==> src/rtl/kirq_pkg.sv <==
package kirq_pkg;

  typedef enum logic [1:0] {
    SEQ_IDLE = 2'd0,
    SEQ_REL  = 2'd1,
    SEQ_LOW  = 2'd2
  } seq_st_e;

endpackage

==> src/rtl/kirq_trigger.sv <==
module kirq_trigger (
  input  logic clk,
  input  logic rst,
  input  logic obuf_wr_stb,
  input  logic obuf_wr_irq,
  input  logic resume_stb,
  input  logic obuf_full,
  input  logic take,
  output logic pend_q
);

  logic wr_req;
  logic res_req;
  logic req;

  assign wr_req  = obuf_wr_stb & obuf_wr_irq;
  assign res_req = resume_stb & obuf_full;
  assign req     = wr_req | res_req;

  // A single held flag: overlapping requests merge into one later sequence.
  always_ff @(posedge clk) begin
    if (rst) pend_q <= 1'b0;
    else     pend_q <= req | (pend_q & ~take);
  end

  p_write_irq_held_r2: assert property (@(posedge clk) disable iff (rst)
    (obuf_wr_stb && obuf_wr_irq) |=> pend_q);

  p_quiet_write_r3: assert property (@(posedge clk) disable iff (rst)
    (obuf_wr_stb && !obuf_wr_irq && !resume_stb && !pend_q) |=> !pend_q);

  p_resume_full_held_r4: assert property (@(posedge clk) disable iff (rst)
    (resume_stb && obuf_full) |=> pend_q);

  p_quiet_resume_r5: assert property (@(posedge clk) disable iff (rst)
    (resume_stb && !obuf_full && !obuf_wr_stb && !pend_q) |=> !pend_q);

endmodule

==> src/rtl/kirq_phase_timer.sv <==
module kirq_phase_timer #(
  parameter int PHASE_CYC = 1000
) (
  input  logic clk,
  input  logic rst,
  input  logic run,
  input  logic restart,
  output logic phase_done
);

  generate
    if (PHASE_CYC <= 1) begin : g_single
      assign phase_done = run;
    end else begin : g_count
      localparam int CW = $clog2(PHASE_CYC);
      localparam logic [CW-1:0] LAST = CW'(PHASE_CYC - 1);

      logic [CW-1:0] cnt;

      always_ff @(posedge clk) begin
        if (rst || restart)              cnt <= '0;
        else if (run && (cnt != LAST))   cnt <= cnt + 1'b1;
      end

      assign phase_done = run && (cnt == LAST);

      p_cnt_bound_r8: assert property (@(posedge clk) disable iff (rst)
        cnt <= LAST);
    end
  endgenerate

endmodule

==> src/rtl/kirq_sequencer.sv <==
module kirq_sequencer
  import kirq_pkg::*;
(
  input  logic clk,
  input  logic rst,
  input  logic pend,
  input  logic phase_done,
  output logic take,
  output logic restart,
  output logic run,
  output logic pull_low
);

  seq_st_e st;
  seq_st_e st_n;

  always_comb begin
    st_n    = st;
    take    = 1'b0;
    restart = 1'b0;
    unique case (st)
      SEQ_IDLE: if (pend) begin
        st_n    = SEQ_REL;
        take    = 1'b1;
        restart = 1'b1;
      end
      SEQ_REL: if (phase_done) begin
        st_n    = SEQ_LOW;
        restart = 1'b1;
      end
      SEQ_LOW: if (phase_done) st_n = SEQ_IDLE;
      default: st_n = SEQ_IDLE;
    endcase
  end

  assign run = (st != SEQ_IDLE);

  // Registered open-drain enable, taken from the next state.
  always_ff @(posedge clk) begin
    if (rst) begin
      st       <= SEQ_IDLE;
      pull_low <= 1'b0;
    end else begin
      st       <= st_n;
      pull_low <= (st_n == SEQ_LOW);
    end
  end

  p_low_after_release_r2: assert property (@(posedge clk) disable iff (rst)
    $rose(pull_low) |-> ($past(st) == SEQ_REL));

  p_take_only_idle_r6: assert property (@(posedge clk) disable iff (rst)
    take |=> (st == SEQ_REL && !pull_low));

endmodule

==> src/rtl/kbd_irq_edge_gen.sv <==
module kbd_irq_edge_gen #(
  parameter int CYC_PER_US = 250,
  parameter int PHASE_US   = 4
) (
  input  logic clk,
  input  logic rst,
  input  logic obuf_wr_stb,
  input  logic obuf_wr_irq,
  input  logic resume_stb,
  input  logic obuf_full,
  output logic irq_pull_low
);

  localparam int PHASE_CYC = CYC_PER_US * PHASE_US;
  localparam int RW        = $clog2(PHASE_CYC + 1);
  localparam logic [RW-1:0] RSAT = RW'(PHASE_CYC);

  logic pend;
  logic take;
  logic restart;
  logic run;
  logic phase_done;

  kirq_trigger u_trig (
    .clk         (clk),
    .rst         (rst),
    .obuf_wr_stb (obuf_wr_stb),
    .obuf_wr_irq (obuf_wr_irq),
    .resume_stb  (resume_stb),
    .obuf_full   (obuf_full),
    .take        (take),
    .pend_q      (pend)
  );

  kirq_phase_timer #(.PHASE_CYC(PHASE_CYC)) u_timer (
    .clk        (clk),
    .rst        (rst),
    .run        (run),
    .restart    (restart),
    .phase_done (phase_done)
  );

  kirq_sequencer u_seq (
    .clk        (clk),
    .rst        (rst),
    .pend       (pend),
    .phase_done (phase_done),
    .take       (take),
    .restart    (restart),
    .run        (run),
    .pull_low   (irq_pull_low)
  );

  // Run-length monitors of the output line, used only by the checks below.
  logic [RW-1:0] rel_run;
  logic [RW-1:0] low_run;

  always_ff @(posedge clk) begin
    if (rst) begin
      rel_run <= '0;
      low_run <= '0;
    end else begin
      rel_run <= irq_pull_low ? '0 : ((rel_run == RSAT) ? rel_run : rel_run + 1'b1);
      low_run <= !irq_pull_low ? '0 : ((low_run == RSAT) ? low_run : low_run + 1'b1);
    end
  end

  p_reset_released_r1: assert property (@(posedge clk)
    rst |=> !irq_pull_low);

  p_low_max_r8: assert property (@(posedge clk) disable iff (rst)
    irq_pull_low |-> (low_run < RSAT));

  p_low_exact_r8: assert property (@(posedge clk) disable iff (rst)
    $fell(irq_pull_low) |-> (low_run == RSAT));

  p_settle_first_r8: assert property (@(posedge clk) disable iff (rst)
    $rose(irq_pull_low) |-> (rel_run >= RSAT));

endmodule

==> config.mk <==
export PLATFORM = sky130hd
export DESIGN_NAME = kbd_irq_edge_gen
export DESIGN_NICKNAME = d
export VERILOG_FILES = /design/src/rtl/kirq_pkg.sv /design/src/rtl/kirq_trigger.sv /design/src/rtl/kirq_phase_timer.sv /design/src/rtl/kirq_sequencer.sv /design/src/rtl/kbd_irq_edge_gen.sv
export SDC_FILE = /design/constraint.sdc
export NUM_CORES = 1
export LEC_CHECK = 0
export ABC_AREA = 1
export BUFFER_PORTS_ARGS = -buffer_cell sky130_fd_sc_hd__clkbuf_2
export CORE_UTILIZATION = 40
export CTS_CLUSTER_DIAMETER = 80
export DETAILED_ROUTE_END_ITERATION = 8
export GPL_TIMING_DRIVEN = 0
export PLACE_DENSITY = 0.6
export SYNTH_ARGS = -nofsm -noshare
export SYNTH_HDL_FRONTEND = slang
export SYNTH_SLANG_ARGS = --single-unit
==> constraint.sdc <==
create_clock -name clk -period 1.4 [get_ports clk]
set_clock_uncertainty 0.05 [all_clocks]
set_input_delay 0.14 -clock clk [delete_from_list [all_inputs] [get_ports clk]]
set_output_delay 0.14 -clock clk [all_outputs]
set_load 0.05 [all_outputs]
==> reports/metrics.yaml <==
tightest_slew_ns: 0.314
via_per_inst: 4.92
powerDensity_nw_per_um2: 852
combPwrFrac_pct: 24.9
clkPwrFrac_pct: 26.9
layout-drive-gt1-share_pct: 31.0
layout-area-overhead-vs-synth_pct: 26.9
antenna_cells: 0
gp_congestion: 0.780
port_buffers: 6
max_cap_viol_count: 0
synthCells: 126
drt_iter0_markers: 17
peakVddDrop_uv: 790
cts_tree: "built"
initial_core_util_pct: 42.2
worstRegToRegCells: 8
stdcell_count: 172
final_common_cell: "nand2_1"
cts_root_buffer: "clkbuf_4"
dp_hpwl_um: 1240
cts_buffer_depth: 2
p_leak_uw: 0.000418
fillers: 208
p_switching_uw: 297
synth-seq-area-share_pct: 33.9
ios: 7
grt_pass1_vias: 687
drt-total-wl_um: 2010
netlist_area_um2: 827
grt_max_degree: 8
core_um2: 1960
critical_path_class: "flip-flop to flip-flop"
p_sw_share_pct: 33.2
die-area_um2: 2250
hp-class: "input port to flip-flop"
fin_crit_sh_pct: 99.7
endpoint_kind: "flip-flop"
cts.sinks: 14
syn_avg_cell_area_um2: 6.56
whs_path_depth: 3
path_max_fanout: 6
globalRouteTotalUtil_pct: 20.0
avgRoutedWirePerCell_um: 11.7
drc_errors: 0
worstSkewPairLatency_ns: 0.29
cp-start-kind: "flip-flop"
die_height_um: 47.5
rows: 16
cts.clk_slew.worst_paths_ns: 0.09
htreeDepth: 1
vias: 846
whs_ns: 0.0322
period_needed_ns: 1.40
final_cell_mix: "nand2_1, inv_1, dfxtp_1, buf_4, nor2_1"
utilization_pct: 53.5
grt_first_pass_wirelength_um: 3080
antenna_found_initial: 0
hold_start: "obuf_wr_irq"
nets: 154
slew_viol_final: 0
slew_headroom_pct: 79.0
worstPathArrival_ns: 1.53
setup_violations: 0
seq_power_share_pct: 48.1
cp-startpoint: "u_timer.g_count.cnt[1]$_SDFFE_PP0P_"
cp.required_ns: 1.54
first_pass_iters: 4
rsz0062_at_grt: "yes"
finalHoldViolations: 0
tns_ns: 0
p_int_uw: 597
grt_overflow_total: 0
die_x_um: 47.5
ys_types: 20
reg2reg_from: "u_timer.g_count.cnt[1]$_SDFFE_PP0P_"
numCtsBuffers: 3
drtAntennaViolNets: 0
dp.cells: 159
ys_ff_latch: 14
yosysWarnings: 0
synth_fp_nets: 133
outcome: "completed"
fmax_mhz: 717
## power groups by stage
| stage | Sequential, uW | Clock [uW] | Combinational [uW] |
|---|---|---|---|
| after floorplan | 453 | 0 | 113 |
| after global placement | 440 | 0 | 166 |
| after detailed placement | 440 | 0 | 168 |
| after CTS | 431 | 242 | 211 |
| after global routing | 433 | 257 | 243 |
| final | 430 | 241 | 223 |
## worst paths after layout
kind                            slack (ns)                                  end
worst max-delay path                 0.005  u_timer.g_count.cnt[7]$_SDFFE_PP0P_
worst min-delay path                  0.03             u_trig.pend_q$_SDFF_PP0_
worst max register to register       0.005  u_timer.g_count.cnt[7]$_SDFFE_PP0P_
worst min register to register        0.44             u_trig.pend_q$_SDFF_PP0_
## synth_stat cells
master     n  area share, %
a21oi_1    5            3.0
a21oi_2    6            6.4
a31oi_1    1           0.76
buf_4      1           0.91
buf_6      1            1.4
dfxtp_1   14             34
ha_1       1            1.5
inv_1     17            7.7
nand2_1   51             23
nand2_4    2            2.7
nand3_1    6            3.6
nand3_4    1            2.1
nand3b_1   1           0.91
nand4_1    3            2.3
nor2_1    10            4.5
nor2_2     2            1.5
o211ai_1   1           0.91
o21ai_0    1           0.60
xnor2_1    1            1.1
xor2_1     1            1.1
## through the flow
stage	area, um2	power (uW)	setup WS (ns)
2_1_floorplan	835	566	0.00735
4_1_cts	1000	884	0.00177
3_3_place_gp	898	606	-0.155
3_5_place_dp	898	609	-0.161
5_1_grt	1050	933	-0.104
6_report	1050	894	0.00486
## final cells by class
class / instances / area, um2 / area share (%)
Timing Repair Buffer: 15 / 104 / 9.89
Multi-Input combinational cell: 94 / 512 / 48.7
Clock buffer: 3 / 22.5 / 2.15
Sequential cell: 14 / 292 / 27.8
Buffer: 2 / 18.8 / 1.79
Tap cell: 27 / 33.8 / 3.22
Inverter: 17 / 67.6 / 6.44
## repair_timing
item / CTS / global route
cloned: 2 / 0
buffers inserted: 4 / 3
hold buffers: 1 / 0
resized for setup: 7 / 10
endpoints found under the hold margin: 1 / 0
endpoints found under the setup margin: 13 / 10
pin swaps: 4 / 0
## flip-flops by register name (all words and copies together) (netlist names)
register,cells
u_seq.pull_low,1
u_seq.st,2
u_timer.g_count.cnt,10
u_trig.pend_q,1
## cells by family (layout without fill, tap and decap cells)
| kind of cell | count (synthesis) | count (layout) | share of synthesized area, % |
|---|---|---|---|
| DFF | 14 | 14 | 33.9 |
| adders and majority gates | 1 | 1 | 1.51 |
| buffers and inverters | 19 | 37 | 9.98 |
| and+or+nand+nor | 76 | 77 | 40.8 |
| xor gates and xnor gates | 2 | 2 | 2.12 |
| AOI/OAI and AO/OA | 14 | 14 | 11.6 |
## critical path: stages (launching register included)
cell and delay (ns):
dfxtp_4 0.37, ha_4 0.14, nand2_2 0.06, nor2_4 0.12
nand3_4 0.12, nand2_4 0.12, clkinvlp_4 0.16, nand2_1 0.10
a21oi_2 0.05
## routing by layer
| metal | vias up | wire [um] | GRT usage (%) | part of all wire (%) |
|---|---|---|---|---|
| met3 | 4 | 33 | 2.26 | 1.6 |
| li1 | 433 | - | - | - |
| met1 | 399 | 946 | 25.6 | 47 |
| met4 | 0 | 50 | 10.3 | 2.5 |
| met2 | 10 | 975 | 32.9 | 49 |
| met5 | - | 0 | 0 | 0 |
No activity file was read; power rests on OpenSTA's default activity.
